<file path="config.mk">
export PLATFORM = sky130hd
export DESIGN_NAME = exh_logic_selftest
export DESIGN_NICKNAME = d
export VERILOG_FILES = /design/src/rtl/selftest_pkg.sv /design/src/rtl/stim_counter.sv /design/src/rtl/logic_under_test.sv /design/src/rtl/golden_seq.sv /design/src/rtl/result_cmp.sv /design/src/rtl/exh_logic_selftest.sv
export SDC_FILE = /design/constraint.sdc
export NUM_CORES = 1
export LEC_CHECK = 0
export BUFFER_PORTS_ARGS = -buffer_cell sky130_fd_sc_hd__buf_2
export CAP_MARGIN = 15
export CORE_MARGIN = 2
export CORE_UTILIZATION = 40
export DETAILED_ROUTE_END_ITERATION = 10
export GPL_TIMING_DRIVEN = 1
export PLACE_DENSITY = 0.65
export RECOVER_POWER = 100
export REMOVE_ABC_BUFFERS = 1
export SETUP_SLACK_MARGIN = 0.2
export SYNTH_ARGS = -nofsm -noshare
export SYNTH_HDL_FRONTEND = slang
export SYNTH_SLANG_ARGS = --single-unit
</file>
<file path="constraint.sdc">
create_clock -name clk -period 3.8 [get_ports clk]
set_input_delay 0.38 -clock clk [delete_from_list [all_inputs] [get_ports clk]]
set_output_delay 0.38 -clock clk [all_outputs]
set_load 0.05 [all_outputs]
</file>
<file path="src/rtl/selftest_pkg.sv">
package selftest_pkg;

   localparam int CODE_W  = 4;
   localparam int OUT_W   = 4;
   localparam int NODE_W  = 3;
   localparam int WORD_W  = OUT_W + NODE_W;

   // internal node positions inside the compared word (low bits)
   localparam int NODE_BC = 0;
   localparam int NODE_CD = 1;
   localparam int NODE_AB = 2;

   typedef logic [CODE_W-1:0] code_t;
   typedef logic [WORD_W-1:0] word_t;

   // expected compared word for an input code, taken from the specification
   function automatic word_t golden_word(input code_t c);
      logic a, b, cc, d;
      logic w, x, y, z;
      a  = c[3];
      b  = c[2];
      cc = c[1];
      d  = c[0];
      w  = (a & b) | (cc & d);
      x  = a ^ b;
      y  = ~(b | cc);
      z  = (a & ~d) | (b & cc);
      return {w, x, y, z, (a & b), (cc & d), (b & cc)};
   endfunction

endpackage

</file>
<file path="src/rtl/stim_counter.sv">
module stim_counter #(
   parameter int W = 4
) (
   input  logic         clk,
   input  logic         rst_n,
   input  logic         step,
   output logic [W-1:0] count
);

   localparam logic [W-1:0] LAST = {W{1'b1}};

   always_ff @(posedge clk or negedge rst_n) begin
      if (!rst_n) begin
         count <= '0;
      end else if (step) begin
         if (count == LAST) count <= '0;
         else               count <= count + 1'b1;
      end
   end

endmodule

</file>
<file path="src/rtl/logic_under_test.sv">
module logic_under_test
   import selftest_pkg::*;
#(
   parameter int SEL_W = 2
) (
   input  logic [CODE_W-1:0] code,
   input  logic              flip_en,
   input  logic [SEL_W-1:0]  flip_sel,
   output logic [OUT_W-1:0]  outs,
   output logic [NODE_W-1:0] nodes
);

   logic a, b, c, d;
   logic [NODE_W-1:0] raw;

   assign a = code[3];
   assign b = code[2];
   assign c = code[1];
   assign d = code[0];

   assign raw[NODE_AB] = a & b;
   assign raw[NODE_CD] = c & d;
   assign raw[NODE_BC] = b & c;

   // optional inversion of exactly one node, for fault injection
   for (genvar g = 0; g < NODE_W; g++) begin : g_node
      localparam logic [SEL_W-1:0] MY_SEL = SEL_W'(g);
      assign nodes[g] = raw[g] ^ (flip_en && (flip_sel == MY_SEL));
   end

   assign outs[3] = nodes[NODE_AB] | nodes[NODE_CD];
   assign outs[2] = a ^ b;
   assign outs[1] = ~(b | c);
   assign outs[0] = (a & ~d) | nodes[NODE_BC];

endmodule

</file>
<file path="src/rtl/golden_seq.sv">
module golden_seq
   import selftest_pkg::*;
#(
   parameter int DEPTH     = 16,
   parameter int SEQ_STYLE = 0
) (
   input  logic  clk,
   input  logic  rst_n,
   input  logic  step,
   output word_t expect_word
);

   localparam int AW = (DEPTH > 1) ? $clog2(DEPTH) : 1;

   logic [DEPTH-1:0][WORD_W-1:0] init_tbl;

   // reset image of the table, one computed word per code
   for (genvar g = 0; g < DEPTH; g++) begin : g_init
      localparam code_t CODE = CODE_W'(g);
      assign init_tbl[g] = golden_word(CODE);
   end

   if (SEQ_STYLE == 0) begin : g_ring
      // rotating ring: head word always at slot 0
      logic [DEPTH-1:0][WORD_W-1:0] ring;
      always_ff @(posedge clk or negedge rst_n) begin
         if (!rst_n)     ring <= init_tbl;
         else if (step)  ring <= {ring[0], ring[DEPTH-1:1]};
      end
      assign expect_word = ring[0];
   end else begin : g_ptr
      // static table read through a wrapping pointer
      logic [DEPTH-1:0][WORD_W-1:0] tbl;
      logic [AW-1:0]                ptr;
      localparam logic [AW-1:0] PLAST = AW'(DEPTH - 1);
      always_ff @(posedge clk or negedge rst_n) begin
         if (!rst_n) begin
            tbl <= init_tbl;
            ptr <= '0;
         end else if (step) begin
            if (ptr == PLAST) ptr <= '0;
            else              ptr <= ptr + 1'b1;
         end
      end
      assign expect_word = tbl[ptr];
   end

endmodule

</file>
<file path="src/rtl/result_cmp.sv">
module result_cmp
   import selftest_pkg::*;
(
   input  logic  clk,
   input  logic  rst_n,
   input  logic  active,
   input  word_t live_word,
   input  word_t expect_word,
   output logic  ok_q,
   output logic  warn_q
);

   logic [WORD_W-1:0] diff;
   logic              match;

   for (genvar g = 0; g < WORD_W; g++) begin : g_bit
      assign diff[g] = live_word[g] ^ expect_word[g];
   end

   assign match = ~|diff;

   always_ff @(posedge clk or negedge rst_n) begin
      if (!rst_n) begin
         ok_q   <= 1'b0;
         warn_q <= 1'b0;
      end else begin
         ok_q   <= active &  match;
         warn_q <= active & ~match;
      end
   end

endmodule

</file>
<file path="src/rtl/exh_logic_selftest.sv">
module exh_logic_selftest
   import selftest_pkg::*;
#(
   parameter int IN_W      = 4,
   parameter int N_NODES   = 3,
   parameter int SEQ_STYLE = 0
) (
   input  logic                         clk,
   input  logic                         rst_n,
   input  logic                         test_en,
   input  logic [IN_W-1:0]              ext_in,
   input  logic                         dbg_flip_en,
   input  logic [$clog2(N_NODES)-1:0]   dbg_flip_sel,
   output logic [OUT_W-1:0]             out_wxyz,
   output logic                         ok_lamp,
   output logic                         warn_lamp
);

   localparam int SEL_W = $clog2(N_NODES);
   localparam int DEPTH = 1 << IN_W;

   if (IN_W != CODE_W) begin : g_bad_in_w
      $error("IN_W must equal the function input width");
   end
   if (N_NODES != NODE_W) begin : g_bad_nodes
      $error("N_NODES must equal the number of internal nodes");
   end
   if (SEQ_STYLE != 0 && SEQ_STYLE != 1) begin : g_bad_style
      $error("SEQ_STYLE must be 0 or 1");
   end

   logic [IN_W-1:0]   stim;
   code_t             code_mux;
   logic [NODE_W-1:0] nodes;
   word_t             live_word;
   word_t             expect_word;

   stim_counter #(.W(IN_W)) u_cnt (
      .clk   (clk),
      .rst_n (rst_n),
      .step  (test_en),
      .count (stim)
   );

   // test mode disconnects the external inputs
   assign code_mux = test_en ? stim : ext_in;

   logic_under_test #(.SEL_W(SEL_W)) u_lut (
      .code     (code_mux),
      .flip_en  (dbg_flip_en),
      .flip_sel (dbg_flip_sel),
      .outs     (out_wxyz),
      .nodes    (nodes)
   );

   assign live_word = {out_wxyz, nodes};

   golden_seq #(.DEPTH(DEPTH), .SEQ_STYLE(SEQ_STYLE)) u_seq (
      .clk         (clk),
      .rst_n       (rst_n),
      .step        (test_en),
      .expect_word (expect_word)
   );

   result_cmp u_cmp (
      .clk         (clk),
      .rst_n       (rst_n),
      .active      (test_en),
      .live_word   (live_word),
      .expect_word (expect_word),
      .ok_q        (ok_lamp),
      .warn_q      (warn_lamp)
   );

endmodule

</file>
==> results of run 1 <==
-- state kept, by name, indices dropped and copies added, names as in the netlist --
signal             cells
u_cmp.ok_q             1
u_seq.expect_word      7
u_cnt.count            4
u_cmp.warn_q           1
u_seq.g_ring.ring    105
-- per-stage QoR --
stage	std cells	utilization (%)	area (sq um)	worst slack, ns	power (mW)
4_1_cts	483	47.8	5500	1.20	3.07
3_3_place_gp	450	43.0	4950	1.46	1.62
2_1_floorplan	288	-	4660	1.74	1.52
3_5_place_dp	450	43.0	4950	1.38	1.63
5_1_grt	483	47.6	5480	0.617	3.16
6_report	484	47.6	5490	0.870	3.02
-- placed cells by master, fill, tap and decap left out --
cell           instances
and2b_2                1
diode_2                1
and4_1                 1
o21ai_0                5
o21a_1                 1
nand3b_1               2
o21ai_1                2
and3b_1                1
nor3b_1                1
a21oi_2                1
a21oi_1                1
clkbuf_16             17
inv_1                  5
ha_1                   2
nor4_1                 1
dfrtp_1               80
nand4_1                1
clkbuf_8               5
clkinvlp_4             1
clkbuf_2               1
clkinv_2               3
dlygate4sd3_1          1
dfstp_2               38
a32oi_2                1
xnor2_1                5
nor2_1                 3
a22oi_2                1
mux2_2               114
nor2b_1                1
clkbuf_1              13
mux2i_1                2
nand3_1                4
buf_2                  8
xor2_1                 4
nor3_1                 1
nand2_1                6
buf_4                  3
a31oi_1                1
or2_0                  1
o221a_2                1
-- area by class of cell --
type | instances | share of cell area [%]
timing repair buffer | 20 | 1.89
clock buffer | 28 | 9.42
antenna | 1 | 0.0456
clock inverter | 4 | 0.410
inverter | 5 | 0.342
multi-input combinational | 165 | 29.9
sequential | 118 | 54.7
tap | 143 | 3.26
-- power groups by stage --
| stage | sequential [mW] | combinational, mW | clock (mW) |
|---|---|---|---|
| after CTS | 1.31 | 0.298 | 1.46 |
| after global routing | 1.32 | 0.316 | 1.52 |
| after floorplan | 1.33 | 0.182 | 0 |
| after detailed placement | 1.33 | 0.296 | 0 |
| after global placement | 1.33 | 0.291 | 0 |
| final | 1.31 | 0.289 | 1.42 |
-- kinds of logic after synthesis --
family | Yosys count | synth area share [%]
xor gates and xnor gates | 9 | 1.66
AOI/OAI and AO/OA | 14 | 2.16
DFF | 118 | 63.2
and+or+nand+nor | 24 | 2.79
buffers and inverters | 19 | 2.26
adders and majority gates | 2 | 0.527
muxes | 116 | 27.4
-- timing repair --
action / in CTS / in global routing
buffers inserted: 0 / 0
hold endpoints to repair: 11 / 0
hold buffers: 1 / 0
-- metal layers --
metal  GRT usage, %  vias up  part of all wire, %  routed length [um]
met1           15.7     1198                   50                3350
li1               -     1119                    -                   -
met4           5.85        0                  1.7                 116
met2           18.0       27                   44                2940
met3           5.20       11                  5.0                 339
met5              0        -                    0                   0
-- final timing paths --
| check | end | cells after the start |
|---|---|---|
| worst max-delay path | out_wxyz[0] | 6 |
| worst min-delay path | u_cnt.count[3] | 4 |
| worst max register to register | u_cmp.ok_q | 7 |
| worst min register to register | u_seq.g_ring.ring[41] | 1 |
| max in group asynchronous | u_seq.g_ring.ring[74] | 3 |
| min in group asynchronous | u_seq.g_ring.ring[31] | 2 |
-- critical path, cell delays in order --
cell	delay, ns
clkbuf_1	0.20
clkbuf_2	1.05
o21ai_1	0.24
xnor2_1	0.31
nand2_1	0.11
buf_2	0.22
==> impl_metrics.ini, run 1 <==
[route]
drt_wl_total_mm = 6.74
drc = 4
via_count = 2355
drt-pass1-iter-count = 7
ant_nets = 0
routed_via_density = 4.87
drtIter0Drc = 117
wire_per_inst_um = 13.9

[pwr]
p_leak_nw = 2.63
sw_frac_of_total_pct = 24.1
vdd_drop_max_mv = 0.257
pwr-share-comb_pct = 9.6
powerDensity_nw_per_um2 = 551
p_switching_mw = 0.730
clkPwrFrac_pct = 47.0
pwr-share-seq_pct = 43.4
p_int_mw = 2.29

[floorplan]
core_sq_um = 11500
die_height_um = 113
dieArea_sq_um = 12800
start_util_pct = 41.3
die-width_um = 113
row_count = 39
pin_count = 16

[synthesis]
netlist_top_cells_area = dfrtp_1 42%, mux2_2 27%, dfstp_2 21%
synth_cell_types = 32
synth_common_cells = 114 x mux2_2, 80 x dfrtp_1, 38 x dfstp_2
synth_top_cell_by_area = dfrtp_1
synth_top_area_share_pct = 42.1
postSynthAreaPerCell_sq_um = 15.7
yosys_warnings = 0
synth-edff-count = 0
synth.most_common_cell = mux2_2
async_flop_share_pct = 100
yosysSeqAreaShare_pct = 63.2
synth.cell_area_sq_um = 4750
syn_inst = 302
synth-seq-cells = 118
synth_flop_cell = dfrtp_1

[setup_path]
worstSetupStartpointType = input port
required_ns = 3.42
cp-startpoint = test_en
worst-path-max-fanout = 59
crit_arrival_ns = 2.55
endpoint_kind = primary output
crit_type = in -> out
r2r_start = u_cnt.count[3]
r2r_slack_ns = 1.83

[clock_tree]
cts.path.max_buffers = 2
cts_tree = built
cts_buffers = 17
root_buffer = clkbuf_16
htreeDepth = 4
path_clk_slew_ns = 0.05
clock_sinks = 118
cts-resized-gates = 0
worstSkewPairLatency_ns = 0.40

[sta]
period_share_pct = 77.1
rsz0062_at_grt = false
worst_pin_slew_ns = 1.75
fmax_mhz = 341
slew_violations = 36
final_hold_viol_count = 0
worst_slew_margin_rel_pct = -16.9
finClkSkew_ns = 0.00892
fin_setup_tns_ns = 0
finalCriticalPeriod_ns = 2.93
hold-worst-slack_ns = 0.392
setup_viol = 0

[outcome]
violations = design-rule violations, max-capacitance violations, max-slew violations
outcome = complete, but fails checks

[finish]
drive_above_1_share_pct = 57.4
ff_latch_area_sq_um = 3000
multi_input_area_sq_um = 1640
area_growth_pct = 15.5
fillCellCount = 1003
nNetsFinal = 339

[min_path]
hold_class = in -> reg
worstHoldStart = test_en

[place]
portBuffers = 15
hpwl_mm = 4.15
gp_congestion = 0.767

[global_routing]
grt_overflow = 0
grt_pass1_wl_mm = 12.1
grt_max_degree = 70
grt_pass1_vias = 2527
antenna_found_initial = 1
grt_use_total_pct = 12.2

[run]
cap_violations = 1
No activity file was read; power rests on OpenSTA's default activity.
==> run 2: changes to the inputs <==
--- a/config.mk
+++ b/config.mk
@@ -11,7 +11,7 @@
 export CORE_UTILIZATION = 40
 export DETAILED_ROUTE_END_ITERATION = 10
 export GPL_TIMING_DRIVEN = 1
-export PLACE_DENSITY = 0.65
+export PLACE_DENSITY = 0.68
 export RECOVER_POWER = 100
 export REMOVE_ABC_BUFFERS = 1
 export SETUP_SLACK_MARGIN = 0.2
==> constraint.sdc (replaced) <==
create_clock -name clk -period 2.4 [get_ports clk]
set_input_delay 0.24 -clock clk [delete_from_list [all_inputs] [get_ports clk]]
set_output_delay 0.24 -clock clk [all_outputs]
set_load 0.05 [all_outputs]
==> run 2 against run 1 <==
Against the previous run: flip-flop and latch count unchanged; largest cell class unchanged; first-iteration DRC count down 11%; core utilization up 1.2 points; critical path depth up 1; the flow still finishes with violations (design-rule violations, max-capacitance violations, max-slew violations); cell area up 2.4%; via count up 1.7%; combinational power up 84%; cell count up 0.62%; die area unchanged; worst hold slack worse by 0.11 ns; global-route usage down 0.063 points; power up 74%.
==> impl_metrics.ini, run 2 (same netlist as run 1, synthesis figures left out) <==
[place]
dpl.cell_count = 450
portBuffers = 15
hpwl_mm = 4.04
gp_congestion = 0.739

[route]
routed_via_density = 4.92
drt_wl_total_mm = 7.03
via_count = 2395
drc = 6
wire_per_inst_um = 14.4
drt-pass1-iter-count = 7
drtIter0Drc = 104
ant_nets = 0

[clock_tree]
htreeDepth = 4
clock_sinks = 118
path_clk_slew_ns = 0.06
worstSkewPairLatency_ns = 0.40
root_buffer = clkbuf_16
cts_buffers = 17
cts_tree = built
cts.path.max_buffers = 2

[global_routing]
grt_pass1_wl_mm = 12.0
grt_overflow = 0
grt_use_total_pct = 12.2
grt_max_degree = 79
antenna_found_initial = 1
grt_pass1_vias = 2488

[sta]
setup_viol = 0
worst_pin_slew_ns = 1.81
worst_slew_margin_rel_pct = -20.7
period_share_pct = 90.3
fmax_mhz = 461
finClkSkew_ns = 0.00644
rsz0062_at_grt = false
finalCriticalPeriod_ns = 2.17
slew_violations = 79
final_hold_viol_count = 0
fin_setup_tns_ns = 0

[pwr]
sw_frac_of_total_pct = 23.5
pwr-share-seq_pct = 39.2
p_leak_nw = 2.70
power_mw = 5.25
clkPwrFrac_pct = 50.7
powerDensity_nw_per_um2 = 934
p_switching_mw = 1.23
vdd_drop_max_mv = 0.638
p_int_mw = 4.02
pwr-share-comb_pct = 10.1

[setup_path]
endpoint_kind = primary output
critPathTopFamily = flip-flops
path_cells = mux2_4 -> ha_4 -> and2b_2 -> o21ai_1 -> a22oi_1 -> inv_1 -> buf_6
path_buf_inv = 2
required_ns = 2.16
critPathMaxStageDelay_ns = 0.38
crit_arrival_ns = 1.93
cpMaxStageDelayCell = dfrtp_1
worstSetupStartpointType = flip-flop
crit_type = reg -> out
worst-path-max-fanout = 5

[floorplan]
row_count = 39
start_util_pct = 41.3
pin_count = 16
die_height_um = 113
core_sq_um = 11500
die-width_um = 113
dieArea_sq_um = 12800

[finish]
instances_no_fill = 487
nNetsFinal = 342
largest_reg_flops = 105
area_growth_pct = 18.3
drive_above_1_share_pct = 59.8
final_common_cell = mux2_2
regMostFlops = u_seq.g_ring.ring
final_core_util_pct = 48.8
layout_common_cells = 113 x mux2_2, 80 x dfrtp_1, 38 x dfstp_2

[min_path]
hold_class = in -> async

[run]
cap_violations = 1

[outcome]
violations = design-rule violations, max-capacitance violations, max-slew violations
outcome = complete, but fails checks
run 2: final timing paths:
kind	end	cells after the start	slack, ns	from
setup reg to reg	u_cmp.ok_q	8	0.54	u_cnt.count[3]
hold reg to reg	u_seq.g_ring.ring[44]	1	0.50	u_seq.g_ring.ring[51]
max in group asynchronous	u_seq.g_ring.ring[7]	3	0.51	rst_n
setup / recovery	out_wxyz[3]	7	0.23	u_cnt.count[3]
hold / removal	u_seq.g_ring.ring[26]	2	0.28	rst_n
min in group clk	u_cnt.count[3]	4	0.38	test_en
run 2: layout make-up:
| type | count | area [sq um] |
|---|---|---|
| flip-flops and latches | 118 | 3000 |
| well taps | 143 | 179 |
| repair buffers | 23 | 133 |
| clock buffers | 20 | 457 |
| clock inverters | 12 | 176 |
| multi-input cells | 165 | 1650 |
| fillers | 1003 | 5900 |
| inverters | 5 | 18.8 |
| diodes | 1 | 2.50 |
run 2: power groups by stage:
stage	Combinational, mW	Sequential, mW	Clock (mW)
finish	0.531	2.06	2.66
global route	0.578	2.06	2.82
CTS	0.529	2.06	2.73
detailed placement	0.465	2.11	0
global placement	0.460	2.10	0
floorplan	0.289	2.11	0
run 2: per-layer routing:
metal | part of all wire (%) | vias to the layer above | GRT usage, %
li1 | - | 1127 | -
met4 | 1.0 | 0 | 4.39
met5 | 0 | - | 0
met1 | 47 | 1226 | 15.5
met3 | 4.4 | 7 | 5.68
met2 | 48 | 35 | 18.3
run 2: repair_timing:
action                                  CTS  global route
hold buffers                              1             0
cloned                                    0             0
buffers inserted                          3             0
pin swaps                                 1             2
gates resized for setup                   4             2
endpoints found under the hold margin    16             0
endpoints found under the setup margin    1             1
run 2: metrics by stage:
step	hold slack, ns	cell area, sq um	worst slack (ns)
3_5_place_dp	0.181	4960	0.388
3_3_place_gp	0.175	4960	0.417
6_report	0.284	5620	0.232
4_1_cts	0.242	5640	0.205
2_1_floorplan	-0.0556	4660	0.446
5_1_grt	0.305	5620	0.115
run 2: worst reg2reg max path, delay by kind of cell (launching register included):
kind / cells / cell delay, ns
flip-flops: 1 / 0.38
XOR/XNOR: 1 / 0.16
buffers and inverters: 1 / 0.15
AND/OR/NAND/NOR: 2 / 0.40
multiplexers: 1 / 0.27
AO/OA/AOI/OAI: 2 / 0.25
adder cells (fa/ha/maj): 1 / 0.17
